**src/rtl/spi_ctl_pkg.sv**
```systemverilog
package spi_ctl_pkg;
  localparam int CTRL_ON  = 15;
  localparam int CTRL_MST = 5;
  localparam int CTRL_CKP = 6;
  localparam int CTRL_CKE = 8;
  localparam int CTRL_SMP = 9;
  localparam int CTRL_SZ  = 10;
  localparam int CTRL_ENH = 16;
  localparam int CTRL_HSS = 28;

  localparam int STAT_OVF = 6;
  localparam int STAT_TXL = 16;
  localparam int STAT_RXL = 24;

  typedef enum logic [1:0] {
    REG_CTRL = 2'd0, REG_STAT = 2'd1, REG_DATA = 2'd2, REG_BAUD = 2'd3
  } reg_sel_e;

  typedef enum logic [1:0] {
    AL_RAW = 2'd0, AL_CLR = 2'd1, AL_SET = 2'd2, AL_RAW_ALT = 2'd3
  } alias_e;

  typedef enum logic {ENG_IDLE, ENG_SHIFT} eng_state_e;

  function automatic logic [31:0] apply_alias(alias_e a, logic [31:0] old_v, logic [31:0] wd);
    case (a)
      AL_SET:  return old_v | wd;
      AL_CLR:  return old_v & ~wd;
      default: return wd;
    endcase
  endfunction
endpackage

```
**src/rtl/spi_fifo.sv**
```systemverilog
module spi_fifo #(
  parameter int DEPTH = 16,
  parameter int W     = 32,
  localparam int LW   = $clog2(DEPTH + 1),
  localparam int PW   = $clog2(DEPTH)
) (
  input  logic          clk_i,
  input  logic          rst_ni,
  input  logic          flush_i,
  input  logic [LW-1:0] cap_i,
  input  logic          push_i,
  input  logic [W-1:0]  wdata_i,
  input  logic          pop_i,
  output logic [W-1:0]  rdata_o,
  output logic [LW-1:0] level_o,
  output logic          full_o,
  output logic          empty_o
);
  logic [W-1:0]  mem_q [DEPTH];
  logic [PW-1:0] wr_q, rd_q;
  logic [LW-1:0] cnt_q;
  logic          do_push, do_pop;

  assign full_o  = cnt_q >= cap_i;
  assign empty_o = cnt_q == '0;
  assign do_push = push_i && !full_o;
  assign do_pop  = pop_i && !empty_o;
  assign rdata_o = mem_q[rd_q];
  assign level_o = cnt_q;

  always_ff @(posedge clk_i) begin
    if (do_push && !flush_i) mem_q[wr_q] <= wdata_i;
  end

  always_ff @(posedge clk_i or negedge rst_ni) begin
    if (!rst_ni) begin
      wr_q  <= '0;
      rd_q  <= '0;
      cnt_q <= '0;
    end else if (flush_i) begin
      wr_q  <= '0;
      rd_q  <= '0;
      cnt_q <= '0;
    end else begin
      if (do_push) wr_q <= (wr_q == PW'(DEPTH - 1)) ? '0 : wr_q + 1'b1;
      if (do_pop)  rd_q <= (rd_q == PW'(DEPTH - 1)) ? '0 : rd_q + 1'b1;
      cnt_q <= cnt_q + LW'(do_push) - LW'(do_pop);
    end
  end

  // a push into a full FIFO leaves the level untouched
  p_full_drop_r9: assert property (@(posedge clk_i) disable iff (!rst_ni)
    (push_i && full_o && !pop_i && !flush_i) |=> $stable(level_o));
  // a pop from an empty FIFO leaves it empty
  p_empty_pop_r10: assert property (@(posedge clk_i) disable iff (!rst_ni)
    (pop_i && empty_o && !push_i && !flush_i) |=> (level_o == '0));
endmodule

```
**src/rtl/spi_shifter.sv**
```systemverilog
module spi_shifter
  import spi_ctl_pkg::*;
#(
  parameter int DATA_W = 32,
  parameter int BAUD_W = 9,
  localparam int HALF_W = $clog2(2 * DATA_W),
  localparam int SH_W   = $clog2(DATA_W + 1)
) (
  input  logic              clk_i,
  input  logic              rst_ni,
  input  logic              en_i,
  input  logic              go_i,
  input  logic [1:0]        size_i,
  input  logic              ckp_i,
  input  logic              cke_i,
  input  logic              smp_i,
  input  logic [BAUD_W-1:0] baud_i,
  input  logic              tx_valid_i,
  input  logic [DATA_W-1:0] tx_data_i,
  output logic              tx_pop_o,
  output logic              rx_push_o,
  output logic [DATA_W-1:0] rx_data_o,
  output logic              busy_o,
  output logic              sclk_o,
  output logic              mosi_o,
  input  logic              miso_i
);
  eng_state_e        state_q, state_d;
  logic [BAUD_W-1:0] div_q;
  logic [HALF_W-1:0] half_q, half_d, last_half;
  logic [DATA_W-1:0] tx_q, rx_q, rx_next;
  logic [SH_W-1:0]   nbits;
  logic              sclk_q, sclk_d, tick, is_last, sample, start;

  always_comb begin
    case (size_i)
      2'd0:    nbits = SH_W'(8);
      2'd1:    nbits = SH_W'(16);
      default: nbits = SH_W'(DATA_W);
    endcase
    last_half = HALF_W'(2 * nbits - 1);
    tick      = (state_q == ENG_SHIFT) && (div_q == baud_i);
    is_last   = half_q == last_half;
    sample    = smp_i ? half_q[0] : ~half_q[0];
    start     = en_i && (state_q == ENG_IDLE) && go_i && tx_valid_i;
    state_d   = state_q;
    half_d    = half_q;
    if (!en_i) begin
      state_d = ENG_IDLE;
    end else if (start) begin
      state_d = ENG_SHIFT;
      half_d  = '0;
    end else if (tick) begin
      if (is_last) state_d = ENG_IDLE;
      else         half_d  = half_q + 1'b1;
    end
    // clock follows the next half so it lines up with the data register
    sclk_d = (state_d == ENG_SHIFT) ? (ckp_i ^ (cke_i ? half_d[0] : ~half_d[0])) : ckp_i;
  end

  assign rx_next   = {rx_q[DATA_W-2:0], miso_i};
  assign rx_push_o = en_i && tick && is_last;
  assign rx_data_o = smp_i ? rx_next : rx_q;
  assign tx_pop_o  = start;
  assign busy_o    = state_q == ENG_SHIFT;
  assign mosi_o    = busy_o && tx_q[DATA_W-1];
  assign sclk_o    = sclk_q;

  always_ff @(posedge clk_i or negedge rst_ni) begin
    if (!rst_ni) begin
      state_q <= ENG_IDLE;
      half_q  <= '0;
      div_q   <= '0;
      tx_q    <= '0;
      rx_q    <= '0;
      sclk_q  <= 1'b0;
    end else begin
      state_q <= state_d;
      half_q  <= half_d;
      sclk_q  <= sclk_d;
      if (!en_i) begin
        div_q <= '0;
      end else if (start) begin
        div_q <= '0;
        tx_q  <= tx_data_i << (SH_W'(DATA_W) - nbits);
        rx_q  <= '0;
      end else if (state_q == ENG_SHIFT) begin
        if (tick) begin
          div_q <= '0;
          if (sample) rx_q <= rx_next;
          if (half_q[0] && !is_last) tx_q <= tx_q << 1;
        end else begin
          div_q <= div_q + 1'b1;
        end
      end
    end
  end

  // disabling parks the clock at the idle level
  p_idle_level_r12: assert property (@(posedge clk_i) disable iff (!rst_ni)
    !en_i |=> (sclk_o == $past(ckp_i)) && !busy_o);
  // a received word is delivered exactly when its transfer ends
  p_word_end_r3: assert property (@(posedge clk_i) disable iff (!rst_ni)
    rx_push_o |=> !busy_o);
endmodule

```
**src/rtl/spi_fifo_master.sv**
```systemverilog
module spi_fifo_master
  import spi_ctl_pkg::*;
#(
  parameter int FIFO_BYTES = 16,
  parameter int DATA_W     = 32,
  parameter int BAUD_W     = 9,
  localparam int LVL_W     = $clog2(FIFO_BYTES + 1)
) (
  input  logic        clk_i,
  input  logic        rst_ni,
  input  logic [3:0]  reg_addr_i,
  input  logic        reg_wr_i,
  input  logic        reg_rd_i,
  input  logic [31:0] reg_wdata_i,
  output logic [31:0] reg_rdata_o,
  output logic        sclk_o,
  output logic        mosi_o,
  input  logic        miso_i,
  output logic        ss_no
);
  logic [31:0]       ctrl_q;
  logic [BAUD_W-1:0] baud_q;
  logic              ovf_q, ovf_clr;
  reg_sel_e          sel;
  alias_e            al;
  logic              raw_al, on, flush;
  logic [1:0]        bytes_log;
  logic [LVL_W-1:0]  cap, tx_lvl, rx_lvl;
  logic              tx_push, tx_pop, tx_full, tx_empty;
  logic              rx_push, rx_pop, rx_full, rx_empty, busy;
  logic [DATA_W-1:0] tx_head, rx_head, rx_word;
  logic [31:0]       status;

  assign sel    = reg_sel_e'(reg_addr_i[3:2]);
  assign al     = alias_e'(reg_addr_i[1:0]);
  assign raw_al = (al == AL_RAW) || (al == AL_RAW_ALT);
  assign on     = ctrl_q[CTRL_ON];
  assign flush  = !on;

  assign bytes_log = (ctrl_q[CTRL_SZ+:2] == 2'd0) ? 2'd0 :
                     (ctrl_q[CTRL_SZ+:2] == 2'd1) ? 2'd1 : 2'd2;
  assign cap = ctrl_q[CTRL_ENH] ? LVL_W'(FIFO_BYTES >> bytes_log) : LVL_W'(1);

  assign tx_push = reg_wr_i && (sel == REG_DATA) && raw_al;
  assign rx_pop  = reg_rd_i && (sel == REG_DATA) && raw_al;
  assign ovf_clr = reg_wr_i && (sel == REG_STAT) && (al == AL_CLR) && reg_wdata_i[STAT_OVF];

  spi_fifo #(.DEPTH(FIFO_BYTES), .W(DATA_W)) u_tx_fifo (
    .clk_i, .rst_ni, .flush_i(flush), .cap_i(cap),
    .push_i(tx_push), .wdata_i(reg_wdata_i[DATA_W-1:0]), .pop_i(tx_pop),
    .rdata_o(tx_head), .level_o(tx_lvl), .full_o(tx_full), .empty_o(tx_empty)
  );

  spi_fifo #(.DEPTH(FIFO_BYTES), .W(DATA_W)) u_rx_fifo (
    .clk_i, .rst_ni, .flush_i(flush), .cap_i(cap),
    .push_i(rx_push), .wdata_i(rx_word), .pop_i(rx_pop),
    .rdata_o(rx_head), .level_o(rx_lvl), .full_o(rx_full), .empty_o(rx_empty)
  );

  spi_shifter #(.DATA_W(DATA_W), .BAUD_W(BAUD_W)) u_shift (
    .clk_i, .rst_ni, .en_i(on), .go_i(ctrl_q[CTRL_MST]),
    .size_i(ctrl_q[CTRL_SZ+:2]), .ckp_i(ctrl_q[CTRL_CKP]),
    .cke_i(ctrl_q[CTRL_CKE]), .smp_i(ctrl_q[CTRL_SMP]), .baud_i(baud_q),
    .tx_valid_i(!tx_empty), .tx_data_i(tx_head), .tx_pop_o(tx_pop),
    .rx_push_o(rx_push), .rx_data_o(rx_word), .busy_o(busy),
    .sclk_o, .mosi_o, .miso_i
  );

  always_ff @(posedge clk_i or negedge rst_ni) begin
    if (!rst_ni) begin
      ctrl_q <= '0;
      baud_q <= '0;
      ovf_q  <= 1'b0;
    end else begin
      if (reg_wr_i && sel == REG_CTRL) ctrl_q <= apply_alias(al, ctrl_q, reg_wdata_i);
      if (reg_wr_i && sel == REG_BAUD)
        baud_q <= BAUD_W'(apply_alias(al, 32'(baud_q), reg_wdata_i));
      if (rx_push && rx_full) ovf_q <= 1'b1;
      else if (ovf_clr)       ovf_q <= 1'b0;
    end
  end

  always_comb begin
    status = '0;
    status[STAT_TXL +: LVL_W] = tx_lvl;
    status[STAT_RXL +: LVL_W] = rx_lvl;
    status[STAT_OVF] = ovf_q;
    case (sel)
      REG_CTRL: reg_rdata_o = ctrl_q;
      REG_STAT: reg_rdata_o = status;
      REG_DATA: reg_rdata_o = rx_empty ? '0 : 32'(rx_head);
      default:  reg_rdata_o = 32'(baud_q);
    endcase
  end

  assign ss_no = !(ctrl_q[CTRL_HSS] && on && (busy || !tx_empty));

  // flag holds until an explicit clear
  p_ovf_sticky_r11: assert property (@(posedge clk_i) disable iff (!rst_ni)
    (ovf_q && !ovf_clr) |=> ovf_q);
  // flag only rises on a lost word
  p_ovf_cause_r11: assert property (@(posedge clk_i) disable iff (!rst_ni)
    $rose(ovf_q) |-> $past(rx_push && rx_full));
  // select releases only with the transmit queue drained
  p_ss_release_r13: assert property (@(posedge clk_i) disable iff (!rst_ni)
    ($rose(ss_no) && ctrl_q[CTRL_HSS] && on) |-> (tx_lvl == '0) && !busy);
endmodule

```
**config.mk**
```make
export PLATFORM = sky130hd
export DESIGN_NAME = spi_fifo_master
export DESIGN_NICKNAME = d
export VERILOG_FILES = /design/src/rtl/spi_ctl_pkg.sv /design/src/rtl/spi_fifo.sv /design/src/rtl/spi_shifter.sv /design/src/rtl/spi_fifo_master.sv
export SDC_FILE = /design/constraint.sdc
export NUM_CORES = 1
export LEC_CHECK = 0
export BUFFER_PORTS_ARGS = -buffer_cell sky130_fd_sc_hd__buf_4
export CORE_MARGIN = 5
export CORE_UTILIZATION = 40
export CTS_CLUSTER_DIAMETER = 120
export DETAILED_ROUTE_END_ITERATION = 8
export PLACE_DENSITY = 0.58
export SYNTH_ARGS = -nofsm -noshare
export SYNTH_HDL_FRONTEND = slang
export SYNTH_SLANG_ARGS = --single-unit
```
**constraint.sdc**
```tcl
create_clock -name clk_i -period 7.05 [get_ports clk_i]
set_clock_uncertainty 0.15 [all_clocks]
set_input_delay 0.3525 -clock clk_i [delete_from_list [all_inputs] [get_ports clk_i]]
set_output_delay 0.3525 -clock clk_i [all_outputs]
set_load 0.03 [all_outputs]
```
==> results.json <==
{
  "grt_pass1_wl_mm": 179.9,
  "grtUsageTotal_pct": 19.41,
  "reg2reg_slack_ps": 2300,
  "finalSetupTns_ps": 0,
  "cp_slowest_cell": "dfrtp_4",
  "synth_edf_count": 1024,
  "start_kind": "register",
  "start_util_pct": 40.32,
  "crit_chain": "buf_4, mux4_2, mux4_2, a22oi_1, o21ai_0, buf_4",
  "whs_ps": 49.80,
  "drive_gt1_share_pct": 23.81,
  "final_antenna_net_count": 0,
  "drtPass1Iterations": 5,
  "clock.fmax_mhz": 209.3,
  "synth_seq_area_share_pct": 72.32,
  "grt_max_degree": 138,
  "avgViaCountPerCell": 5.823,
  "syn_to_final_growth_pct": 13.35,
  "cts_buffer_depth": 3,
  "ys_warn_count": 0,
  "ys.flop_type": "edfxtp_1",
  "clockRootBuffer": "clkbuf_16",
  "async_reset_ff_share_pct": 12.70,
  "crit_start": "u_rx_fifo.rd_q[0]",
  "critPathArrivalTime_ps": 4280,
  "fin_nets": 2744,
  "drc": 0,
  "critical_path_depth": 6,
  "slew_headroom_pct": 15.29,
  "slew_violations": 0,
  "synth_area_um2": 47670,
  "hold_viol_final": 0,
  "rr_worst_depth": 7,
  "r2r_start": "ctrl_q[11]",
  "crit_path_end": "reg_rdata_o[8]",
  "end_kind": "output pin",
  "crit_required_ps": 6550,
  "via_count": 25037,
  "pin_count": 76,
  "clkTransAtPathRegs_ps": 60,
  "final_cell_area_um2": 54040,
  "die_x_um": 355.2,
  "tightestPinTransition_ps": 1268,
  "critPathMaxStageDelay_ps": 970,
  "hp-class": "input port to async pin",
  "placement.io_buffers": 75,
  "die_y_um": 355.2,
  "clock-sinks": 1173,
  "outcome": "finished, final reports clean",
  "antenna_found_initial": 5,
  "final_common_cell": "edfxtp_1",
  "design.core.area_um2": 118200,
  "p_leak_uw": 0.01825,
  "r2r-end": "u_rx_fifo.mem_q[3][6]",
  "syn_avg_cell_area_um2": 18.72,
  "crit_type": "register to output pin",
  "vdd_drop_max_v": 0.0001994,
  "period_needed_ps": 4778,
  "final_cell_mix": "edfxtp_1 (1024), mux4_2 (279), a21oi_1 (152)",
  "die-area_um2": 126200,
  "dp_hpwl_mm": 74.78,
  "setup_viol": 0,
  "crit_family": "multiplexers",
  "cp_max_fo": 41,
  "ctsResizeCount": 0,
  "cts_setup_buffers": 0,
  "ys_seq_elements": 1173,
  "numCtsBuffers": 118,
  "wl_mm": 123.4,
  "rows": 126,
  "cap_violations": 0,
  "clk-insertion-delay-late_ps": 700,
  "dpl_cell_area_um2": 49970,
  "gp_congestion": 0.8301,
  "hold_buffers": 37,
  "cts.htree.levels": 3,
  "first_global_vias": 25334,
  "rsz0062_at_grt": "no",
  "min_period_over_period_pct": 67.77,
  "wl_per_cell_um": 28.70,
  "powerDensity_nw_per_um2": 281.9,
  "worst-path-buf-inv": 2,
  "synth_cell_types": 68,
  "netlist_instances": 2546,
  "drt_iter0_markers": 2652,
  "cts_tree": "built",
  "finalPower_uw": 15230,
  "grt-ovfl-total": 0
}
[kinds of logic (layout without fill, tap and decap cells)]
logic type | count (synthesis) | after routing | share of synthesized area (%)
other cells | 1 | 3 | 0.007866
buf+inv | 195 | 411 | 1.811
compound gates | 364 | 364 | 4.819
mux | 398 | 398 | 15.78
flops | 1173 | 1173 | 72.32
xor+xnor | 31 | 31 | 0.5695
fa+ha+maj | 39 | 39 | 1.055
simple gates | 345 | 345 | 3.635
[worst min-delay path by stage]
| stage | end | slack (ps) | cells past startpoint |
|---|---|---|---|
| after floorplan | baud_q[0] | -90 | 0 |
| after global placement | u_shift.rx_q[13] | 40 | 1 |
| after detailed placement | u_shift.rx_q[13] | 40 | 1 |
| after CTS | u_shift.rx_q[14] | 170 | 3 |
| after global routing | u_shift.rx_q[14] | 160 | 3 |
| final | u_shift.rx_q[14] | 50 | 3 |
[tightest hold or removal path: cells and delay by family]
kind,cells,cell delay (ps)
buffers and inverters,3,1020
[sequential cells by signal (all words and copies together) (netlist names)]
register           count
u_shift.sclk_o         1
baud_q                 9
u_rx_fifo.rd_q         4
u_shift.tx_q          32
ctrl_q                32
u_tx_fifo.level_o      5
u_shift.half_q         6
u_shift.busy_o         1
u_tx_fifo.wr_q         4
ovf_q                  1
u_tx_fifo.mem_q      512
u_tx_fifo.rd_q         4
u_rx_fifo.mem_q      512
u_shift.div_q          9
u_rx_fifo.wr_q         4
u_shift.rx_q          32
u_rx_fifo.level_o      5
[layer usage]
metal  vias up  global-route usage (%)  share of wire, %
li1      10571                       -                 -
met1     13408                   28.67                44
met2       894                   30.05                47
met3       162                   3.418               6.6
met4         2                   5.198               2.5
met5         -                       0             0.011
[cells in the mapped netlist (8+ instances only)]
cell type  instances  area [um^2]
a21o_1             9        67.56
a21oi_1          152        760.7
a22o_1            22        192.7
a22oi_1           26        195.2
a31oi_1           22        137.6
and2_1             9        56.30
and4b_1            8        80.08
buf_1             17        63.81
buf_2             45        225.2
buf_4              8        60.06
clkbuf_1          81        304.0
dfrtp_1          149         3729
edfxtp_1        1024        30750
ha_1              37        462.9
inv_1             38        142.6
mux2_2            39        439.2
mux2i_1           80        800.8
mux4_2           279         6284
nand2_1          135        506.7
nand2b_1           9        56.30
nand3_1           19        95.09
nor2_1            62        232.7
nor2b_1           41        256.5
nor3_1            19        95.09
o21ai_0           31        155.2
o22ai_1           45        281.5
o2bb2ai_1          8        70.07
xnor2_1            8        70.07
xor2_1            23        201.4
[metrics by stage]
stage / worst slack (ps) / utilization (%) / std cells
after floorplan: 1958 / - / 2547
after global placement: 2466 / 42.26 / 4043
after detailed placement: 2239 / 42.26 / 4043
after CTS: 2147 / 45.70 / 4299
after global routing: 1987 / 45.70 / 4299
final: 2272 / 45.70 / 4300
[cell type report]
type	count	area (um^2)
Fill cell	9928	64200
Timing Repair Buffer	154	1303
Clock inverter	71	526.8
Multi-Input combinational cell	1179	12480
Inverter	38	142.6
Antenna cell	1	2.502
Tap cell	1536	1922
Clock buffer	148	3168
Sequential cell	1173	34500
[where the power goes]
group | leakage, uW | total (uW) | internal (uW) | switching (uW)
clock | 0.00181 | 6000 | 3390 | 2610
combinational | 0.00439 | 1380 | 533 | 844
sequential | 0.0121 | 7860 | 7680 | 177
(Power assumes the default switching activity.)
